<file path="config.mk">
export PLATFORM = sky130hd
export DESIGN_NAME = wavegen
export DESIGN_NICKNAME = d
export VERILOG_FILES = /design/src/rtl/wg_pkg.sv /design/src/rtl/wg_phase_acc.sv /design/src/rtl/wg_sine_lut.sv /design/src/rtl/wg_shape.sv /design/src/rtl/wavegen.sv
export SDC_FILE = /design/constraint.sdc
export NUM_CORES = 1
export LEC_CHECK = 0
export CORE_UTILIZATION = 55
export CTS_BUF_LIST = sky130_fd_sc_hd__clkbuf_8
export DETAILED_ROUTE_END_ITERATION = 10
export PLACE_DENSITY = 0.85
export SLEW_MARGIN = 10
export SYNTH_ARGS = -nofsm -noshare
export SYNTH_HDL_FRONTEND = slang
export SYNTH_SLANG_ARGS = --single-unit
</file>
<file path="constraint.sdc">
create_clock -name clk_i -period 15 [get_ports clk_i]
set_clock_uncertainty 0.05 [all_clocks]
set_input_delay 2.25 -clock clk_i [delete_from_list [all_inputs] [get_ports clk_i]]
set_output_delay 2.25 -clock clk_i [all_outputs]
set_load 0.01 [all_outputs]
</file>
<file path="src/rtl/wg_pkg.sv">
package wg_pkg;
  typedef enum logic [1:0] {
    WAVE_SINE   = 2'd0,
    WAVE_SQUARE = 2'd1,
    WAVE_RAMP   = 2'd2,
    WAVE_TRI    = 2'd3
  } wave_e;
endpackage

</file>
<file path="src/rtl/wg_phase_acc.sv">
module wg_phase_acc #(
  parameter int PH_W = 16
) (
  input  logic            clk_i,
  input  logic            rst_ni,
  input  logic            step_i,
  input  logic [PH_W-1:0] inc_i,
  output logic [PH_W-1:0] phase_o
);
  logic [PH_W-1:0] phase_q;

  always_ff @(posedge clk_i or negedge rst_ni) begin
    if (!rst_ni)     phase_q <= '0;
    else if (step_i) phase_q <= phase_q + inc_i;  // wraps modulo 2^PH_W
  end

  assign phase_o = phase_q;

  p_phase_hold_r3: assert property (@(posedge clk_i) disable iff (!rst_ni)
    !step_i |=> $stable(phase_q));
endmodule

</file>
<file path="src/rtl/wg_sine_lut.sv">
module wg_sine_lut #(
  parameter int IDX_W  = 7,
  parameter int FRAC_W = 9,
  parameter int SAMP_W = 8
) (
  input  logic              clk_i,
  input  logic              rst_ni,
  input  logic [IDX_W-1:0]  idx_i,
  input  logic [FRAC_W-1:0] frac_i,
  input  logic              interp_i,
  output logic [SAMP_W-1:0] sample_o
);
  localparam int DEPTH = 1 << IDX_W;
  localparam int PW    = SAMP_W + FRAC_W + 2;

  function automatic logic [SAMP_W-1:0] sine_at(int k);
    real amp;
    real ang;
    amp = (2.0 ** SAMP_W - 1.0) / 2.0;
    ang = 2.0 * 3.14159265358979 * k / DEPTH;
    return SAMP_W'($rtoi(amp + amp * $sin(ang) + 0.5));
  endfunction

  logic [SAMP_W-1:0] rom [DEPTH];
  for (genvar k = 0; k < DEPTH; k++) begin : g_rom
    assign rom[k] = sine_at(k);
  end

  logic [IDX_W-1:0]    idx_nxt;
  logic [SAMP_W-1:0]   t0, t1;
  logic signed [SAMP_W:0] diff;
  logic signed [PW-1:0] prod, shifted, sum;

  assign idx_nxt = idx_i + 1'b1;  // last entry pairs with first
  assign t0      = rom[idx_i];
  assign t1      = rom[idx_nxt];
  assign diff    = $signed({1'b0, t1}) - $signed({1'b0, t0});
  assign prod    = diff * $signed({1'b0, frac_i});
  assign shifted = prod >>> FRAC_W;  // floor
  assign sum     = $signed({{(FRAC_W+2){1'b0}}, t0}) + shifted;

  assign sample_o = interp_i ? sum[SAMP_W-1:0] : t0;

  p_interp_range_r9: assert property (@(posedge clk_i) disable iff (!rst_ni)
    interp_i |-> sum[PW-1:SAMP_W] == '0);

  p_interp_bound_r9: assert property (@(posedge clk_i) disable iff (!rst_ni)
    interp_i |-> ((sample_o >= t0 && sample_o <= t1) || (sample_o <= t0 && sample_o >= t1)));
endmodule

</file>
<file path="src/rtl/wg_shape.sv">
module wg_shape #(
  parameter int SAMP_W = 8
) (
  input  wg_pkg::wave_e     sel_i,
  input  logic [SAMP_W:0]   top_i,   // upper SAMP_W+1 phase bits
  input  logic [SAMP_W-1:0] sine_i,
  output logic [SAMP_W-1:0] sample_o
);
  import wg_pkg::*;

  logic [SAMP_W-1:0] square, ramp, tri_w;

  assign square = top_i[SAMP_W] ? '0 : '1;
  assign ramp   = top_i[SAMP_W:1];
  assign tri_w  = top_i[SAMP_W] ? ~top_i[SAMP_W-1:0] : top_i[SAMP_W-1:0];

  always_comb begin
    unique case (sel_i)
      WAVE_SINE:   sample_o = sine_i;
      WAVE_SQUARE: sample_o = square;
      WAVE_RAMP:   sample_o = ramp;
      default:     sample_o = tri_w;
    endcase
  end
endmodule

</file>
<file path="src/rtl/wavegen.sv">
module wavegen #(
  parameter int IDX_W  = 7,
  parameter int FRAC_W = 9,
  parameter int SAMP_W = 8
) (
  input  logic                    clk_i,
  input  logic                    rst_ni,
  input  logic                    strobe_i,
  input  logic [IDX_W+FRAC_W-1:0] inc_i,
  input  logic [1:0]              sel_i,
  input  logic                    interp_i,
  output logic [SAMP_W-1:0]       sample_o,
  output logic                    valid_o
);
  import wg_pkg::*;

  localparam int PH_W = IDX_W + FRAC_W;

  logic [PH_W-1:0]   phase;
  logic [SAMP_W-1:0] sine, shaped, sample_q;
  logic              valid_q;
  wave_e             sel;

  assign sel = wave_e'(sel_i);

  wg_phase_acc #(.PH_W(PH_W)) u_acc (
    .clk_i  (clk_i),
    .rst_ni (rst_ni),
    .step_i (strobe_i),
    .inc_i  (inc_i),
    .phase_o(phase)
  );

  wg_sine_lut #(.IDX_W(IDX_W), .FRAC_W(FRAC_W), .SAMP_W(SAMP_W)) u_lut (
    .clk_i   (clk_i),
    .rst_ni  (rst_ni),
    .idx_i   (phase[PH_W-1:FRAC_W]),
    .frac_i  (phase[FRAC_W-1:0]),
    .interp_i(interp_i),
    .sample_o(sine)
  );

  wg_shape #(.SAMP_W(SAMP_W)) u_shape (
    .sel_i   (sel),
    .top_i   (phase[PH_W-1 -: SAMP_W+1]),
    .sine_i  (sine),
    .sample_o(shaped)
  );

  // sample taken from the phase before this strobe's advance
  always_ff @(posedge clk_i or negedge rst_ni) begin
    if (!rst_ni) begin
      sample_q <= '0;
      valid_q  <= 1'b0;
    end else begin
      valid_q <= strobe_i;
      if (strobe_i) sample_q <= shaped;
    end
  end

  assign sample_o = sample_q;
  assign valid_o  = valid_q;

  p_sample_hold_r10: assert property (@(posedge clk_i) disable iff (!rst_ni)
    !strobe_i |=> $stable(sample_o));

  p_valid_follow_r2: assert property (@(posedge clk_i) disable iff (!rst_ni)
    strobe_i |=> valid_o);

  p_square_levels_r6: assert property (@(posedge clk_i) disable iff (!rst_ni)
    (strobe_i && sel_i == 2'd1) |=> (sample_o == '0 || sample_o == '1));
endmodule

</file>
==> results.py, run 1 <==
metrics = {
    "critical_path": {
        "r2r.worst_path.cells": 45,
        "reg2reg_slack_ns": 3.00,
        "cpMostUsedCell": "inv_1",
        "crit_fanout": 38,
        "critPathMaxStageDelay_ns": 0.96,
        "crit_family": "adder cells",
        "regToRegEndpoint": "sample_o[7]$_DFFE_PN0P_",
        "crit_path_end_kind": "flip-flop",
        "crit_type": "flip-flop to flip-flop",
        "crit_arrival_ns": 12.16,
        "required_ns": 15.16,
        "path_depth": 45,
        "path_buf_inv": 8,
        "r2r-start": "u_acc.phase_o[9]$_DFFE_PN0P_",
        "startpoint_type": "flip-flop",
        "critical_path.slowest_cell": "dfrtp_1",
    },
    "clock_network": {
        "cts.sinks": 25,
        "cts_setup_buffers": 0,
        "ctsHoldBuffers": 0,
        "clockBufferDepth": 2,
        "post_cts_resized": 0,
        "clk_pin_slew_ns": 0.10,
        "htreeDepth": 1,
        "clockRootBuffer": "clkbuf_8",
        "cts_buffers": 3,
        "clock_latency_ns": 0.28,
        "cts_tree": "done",
    },
    "sta": {
        "slew_viol_final": 0,
        "hold_slack_ns": 0.477,
        "setup_viol": 0,
        "timing.fmax_ghz": 0.0834,
        "finalHoldViolCount": 0,
        "setup_tns_ns": 0,
        "finalCriticalPeriod_ns": 12.00,
        "rsz0062_at_grt": "false",
        "worstMarginPinSlew_ns": 1.14,
        "min_period_over_period_pct": 80.0,
        "slew_headroom_pct": 23.6,
    },
    "grt": {
        "grt_pass1_wl_microns": 32600,
        "grt_start_max_net_pins": 77,
        "grt_pass1_vias": 6798,
        "gr-total-overflow": 0,
        "track_usage_pct": 27.5,
        "grt_antenna_before_repair": 0,
    },
    "route": {
        "wl_met2_microns": 8950,
        "wl_per_cell_microns": 16.8,
        "wl_microns": 19200,
        "met1_length_microns": 8400,
        "routed-wl-met3_microns": 1490,
        "drc_errors": 0,
        "ant_nets": 0,
        "routed_via_density": 6.18,
        "num_vias": 7074,
        "drt_pass1_iterations": 5,
        "top_layer": "met4",
        "drt_first_iter_violations": 653,
    },
    "synthesis": {
        "syn-num-nets": 1161,
        "async_flop_share_pct": 100,
        "syn_inst": 989,
        "synth.ff_latch_count": 25,
        "synth_top_area_share_pct": 16.1,
        "yosysMostFrequentCell": "ha_1",
        "seq_area_frac_synth_pct": 8.21,
        "synth.distinct_cells": 81,
        "yosys-top-cells-count": "98 x ha_1, 95 x inv_1, 90 x nor2_1, 85 x nand2_1, 64 x a21oi_1",
        "synth_enable_flop_cells": 0,
        "synth-main-ff-cell": "dfrtp_1",
        "syn_area_sq_um": 7620,
        "synth_area_leaders": "ha_1 16%, fa_1 14%, dfrtp_1 8.2%",
        "synth_area_per_cell_sq_um": 7.70,
        "synth_warnings": 0,
        "synth_area_leader_cell": "ha_1",
    },
    "die": {
        "fp.dieH_microns": 120,
        "die_x_microns": 120,
        "rows": 42,
        "start_util_pct": 56.9,
        "core_sq_um": 13400,
        "dieArea_sq_um": 14300,
        "ios": 31,
    },
    "placement": {
        "dpl.hpwl_microns": 14500,
        "gp_congestion": 0.934,
        "dpl.cell_count": 1141,
        "place.port_buffers": 30,
        "placed_area_sq_um": 7920,
    },
    "min_path": {
        "hold_path_end": "sample_o[6]$_DFFE_PN0P_",
        "hold_depth": 1,
        "hold_class": "flip-flop to flip-flop",
        "hp-start": "sample_o[6]$_DFFE_PN0P_",
    },
    "final_layout": {
        "num_antenna_cells": 0,
        "layoutNonFillerInstCount": 1145,
        "area_growth_pct": 4.42,
        "nNetsFinal": 1142,
        "stdcell_area_sq_um": 7960,
        "drive_above_1_share_pct": 5.57,
    },
    "flow_run": {
        "max_cap_violations": 0,
    },
    "status": {
        "status": "finished clean",
    },
}
cell families after synthesis:
group,share of synthesized area (%)
AND/OR/NAND/NOR,21.7
XOR/XNOR,5.70
flip-flops,8.21
adder cells (fa/ha/maj),29.9
multiplexers,4.29
AO/OA/AOI/OAI,21.3
buffers and inverters,8.85
state kept, by name (all words and copies together) (netlist names):
register,count
u_acc.phase_o,16
valid_o,1
sample_o,8
worst register-to-register path: cells and delay by family, from the launching register on:
kind	cells	cell delay (ns)
buf+inv	8	1.05
mux	1	0.54
xor+xnor	3	0.70
flops	1	0.96
simple gates	10	2.03
fa+ha+maj	10	4.35
compound gates	13	2.24
cell type report:
class                      count  area (sq um)
sequential                    25           628
multi-input combinational    803          6330
tap                          176           220
clock inverter                 1          5.00
fill                        1204          5440
timing repair buffer          40           370
inverter                      97           364
clock buffer                   3          41.3
stage by stage:
stage                     utilization [%]  setup WS, ns
after floorplan                         -          4.42
after global placement               59.1          3.44
after detailed placement             59.1          3.15
after CTS                            59.4          3.12
after global routing                 59.4          2.18
final                                59.4          3.00
placed cells by master (no fill, tap or decap), types with 7 or more instances in the layout:
| cell type | synthesis | routed |
|---|---|---|
| inv_1 | 95 | 95 |
| and2_1 | 32 | 32 |
| a21o_1 | 8 | 8 |
| ha_1 | 98 | 98 |
| or3_1 | 7 | 7 |
| nand2b_1 | 19 | 19 |
| a31oi_1 | 18 | 18 |
| a21oi_1 | 64 | 64 |
| nand2_1 | 85 | 85 |
| buf_4 | 3 | 10 |
| nor3b_1 | 11 | 11 |
| xnor2_1 | 38 | 37 |
| xor2_1 | 9 | 9 |
| a211oi_1 | 14 | 14 |
| o21ai_0 | 62 | 62 |
| nand4_1 | 7 | 7 |
| mux2i_1 | 9 | 9 |
| fa_1 | 52 | 52 |
| clkdlybuf4s50_1 | 0 | 29 |
| nor2_1 | 90 | 90 |
| dfrtp_1 | 25 | 23 |
| mux2_2 | 9 | 9 |
| nand3_1 | 20 | 20 |
| and3_1 | 9 | 9 |
| nor2b_1 | 11 | 11 |
| nor3_1 | 14 | 14 |
| o211ai_1 | 10 | 10 |
layer usage:
metal | vias to the layer above | global-route usage (%)
li1 | 3399 | -
met3 | 45 | 2.90
met4 | 0 | 7.19
met2 | 337 | 45.4
met5 | - | 0
met1 | 3293 | 38.3
worst max-delay path by stage:
| stage | to | slack, ns | from |
|---|---|---|---|
| 6_report | sample_o[7]$_DFFE_PN0P_ | 3.00 | u_acc.phase_o[9]$_DFFE_PN0P_ |
| 3_3_place_gp | sample_o[7]$_DFFE_PN0P_ | 3.44 | u_acc.phase_o[9]$_DFFE_PN0P_ |
| 4_1_cts | sample_o[7]$_DFFE_PN0P_ | 3.12 | u_acc.phase_o[9]$_DFFE_PN0P_ |
| 5_1_grt | sample_o[7]$_DFFE_PN0P_ | 2.18 | u_acc.phase_o[9]$_DFFE_PN0P_ |
| 3_5_place_dp | sample_o[7]$_DFFE_PN0P_ | 3.15 | u_acc.phase_o[9]$_DFFE_PN0P_ |
| 2_1_floorplan | sample_o[7]$_DFFE_PN0P_ | 4.42 | u_acc.phase_o[10]$_DFFE_PN0P_ |
Power of run 1 is not shown: default switching activity piles up to over one toggle a cycle in this logic, so the estimate is an artifact.
==> run 2: changes to the inputs <==
PLACE_DENSITY = 0.88   (was 0.85)
clock period = 10.8 ns   (was 15 ns; I/O delays follow)
==> run 2 against run 1 <==
Net effect: count of clock-buffer cells in the layout is the same; fmax grew 15%; first-iteration DRC count grew 33%; wire length grew 9.0%; worst setup slack lost 2.6 ns; register-to-register slack lost 2.6 ns; via count grew 6.4%; non-clock buffer count grew 37; sequential cell count is the same; critical path type unchanged; highest routed layer unchanged.
==> results.py, run 2 (same netlist as run 1, synthesis figures left out) <==
metrics = {
    "status": {
        "status": "finished clean",
    },
    "final_layout": {
        "nNetsFinal": 1179,
        "fillCellCount": 1050,
        "largest_register_ffs": 16,
        "area_growth_pct": 11.1,
        "drive_above_1_share_pct": 11.2,
        "layout_commonest_cell": "ha_1",
        "num_antenna_cells": 0,
        "final_cell_mix": "91 x ha_1, 90 x inv_1, 89 x nor2_1, 84 x nand2_1, 64 x a21oi_1",
    },
    "sta": {
        "timing.fmax_ghz": 0.0957,
        "min_period_over_period_pct": 96.7,
        "finalCriticalPeriod_ns": 10.45,
        "setup_viol": 0,
        "worstMarginPinSlew_ns": 0.881,
        "setup_ws_ns": 0.354,
        "slew_viol_final": 0,
        "slew_headroom_pct": 40.8,
        "finalHoldViolCount": 0,
    },
    "grt": {
        "gr-total-overflow": 0,
        "grt_pass1_vias": 7069,
        "track_usage_pct": 28.8,
        "grt_pass1_wl_microns": 33900,
        "grt_start_max_net_pins": 51,
        "grt_antenna_before_repair": 0,
    },
    "route": {
        "drt_pass1_iterations": 6,
        "wl_microns": 20900,
        "wl_per_cell_microns": 17.7,
        "routed_via_density": 6.37,
        "ant_nets": 0,
        "drc_errors": 0,
        "drt_first_iter_violations": 870,
        "num_vias": 7530,
    },
    "critical_path": {
        "crit_type": "flip-flop to flip-flop",
        "startpoint_type": "flip-flop",
        "critical_path.slowest_cell": "fa_1",
        "crit_path_end_kind": "flip-flop",
        "critPathMaxStageDelay_ns": 0.55,
        "crit_fanout": 7,
        "required_ns": 10.92,
        "crit_arrival_ns": 10.56,
    },
    "die": {
        "rows": 42,
        "start_util_pct": 56.9,
        "dieArea_sq_um": 14300,
        "core_sq_um": 13400,
        "fp.dieH_microns": 120,
        "ios": 31,
        "die_x_microns": 120,
    },
    "placement": {
        "dpl.hpwl_microns": 15200,
        "gp_congestion": 0.926,
        "place.port_buffers": 30,
        "dpl_worst_slack_ns": 0.127,
    },
    "clock_network": {
        "clockBufferDepth": 2,
        "clk_pin_slew_ns": 0.09,
        "clock_latency_ns": 0.27,
        "cts.sinks": 25,
        "ctsHoldBuffers": 0,
        "cts_tree": "done",
        "htreeDepth": 1,
        "clockRootBuffer": "clkbuf_8",
        "cts_buffers": 3,
    },
    "min_path": {
        "hold_class": "flip-flop to flip-flop",
    },
    "flow_run": {
        "max_cap_violations": 0,
    },
}
==> run 2: cell types whose count changed in the layout (fill, tap and decap cells not counted), sizes merged <==
cell	change
clkbuf	+1
buf	+35
inv	-3
clkinvlp	+4
clkinv	-1
clkdlybuf4s50	+1
==> run 2: layout make-up <==
class	count	area, sq um	share of cell area [%]
Sequential cell	25	631	7.45
Inverter	97	375	4.44
Clock buffer	3	41.3	0.488
Multi-Input combinational cell	803	6470	76.5
Clock inverter	1	7.51	0.0887
Timing Repair Buffer	77	714	8.44
Tap cell	176	220	2.60
==> run 2: repair_timing <==
| item | in CTS | in global routing |
|---|---|---|
| setup buffers | 0 | 14 |
| setup endpoints to repair | 0 | 4 |
| gates resized for setup | 0 | 40 |
==> run 2: final timing paths <==
path	slack, ns	from	cells after the start	end
min in group asynchronous	1.66	rst_ni	2	u_acc.phase_o[4]$_DFFE_PN0P_
min reg2reg	0.49	sample_o[0]$_DFFE_PN0P_	2	sample_o[0]$_DFFE_PN0P_
max	0.35	u_acc.phase_o[10]$_DFFE_PN0P_	43	sample_o[6]$_DFFE_PN0P_
max in group asynchronous	8.77	rst_ni	2	u_acc.phase_o[10]$_DFFE_PN0P_
max reg2reg	0.35	u_acc.phase_o[10]$_DFFE_PN0P_	43	sample_o[6]$_DFFE_PN0P_
min	0.49	sample_o[0]$_DFFE_PN0P_	2	sample_o[0]$_DFFE_PN0P_
==> run 2: per-layer routing <==
metal,track usage (%),vias up,share of wire [%]
li1,-,3477,-
met1,38.5,3581,41
met2,46.9,399,48
met3,3.61,73,7.9
met4,11.8,0,3.1
met5,0,-,0
==> run 2: worst max-delay path: cells and delay by family (launching register included) <==
| kind | cells | cell delay, ns |
|---|---|---|
| buf+inv | 9 | 1.06 |
| mux | 2 | 0.69 |
| simple gates | 6 | 1.46 |
| fa+ha+maj | 9 | 3.88 |
| xor+xnor | 1 | 0.12 |
| compound gates | 16 | 2.69 |
| flops | 1 | 0.41 |
==> run 2: stage by stage <==
stage	cells	utilization (%)	TNS [ns]	hold WS [ns]	instance area, sq um
2_1_floorplan	989	-	0	0.479	7620
3_3_place_gp	1163	60.4	0	0.465	8090
3_5_place_dp	1163	60.4	0	0.456	8090
4_1_cts	1167	60.8	0	0.490	8140
5_1_grt	1182	63.2	-0.246	0.515	8460
6_report	1182	63.2	0	0.488	8460
Power of run 2 is left out for the same reason.
==> run 3: changes to the inputs <==
==> constraint.sdc (replaced) <==
create_clock -name clk_i -period 10.8 [get_ports clk_i]
set_clock_uncertainty 0.05 [all_clocks]
set_input_delay 2.16 -clock clk_i [delete_from_list [all_inputs] [get_ports clk_i]]
set_output_delay 2.16 -clock clk_i [all_outputs]
set_load 0.01 [all_outputs]
==> results of run 3 <==
Same layout as run 2 (identical final DEF). Status: finished clean.
Power of run 3 is left out for the same reason.
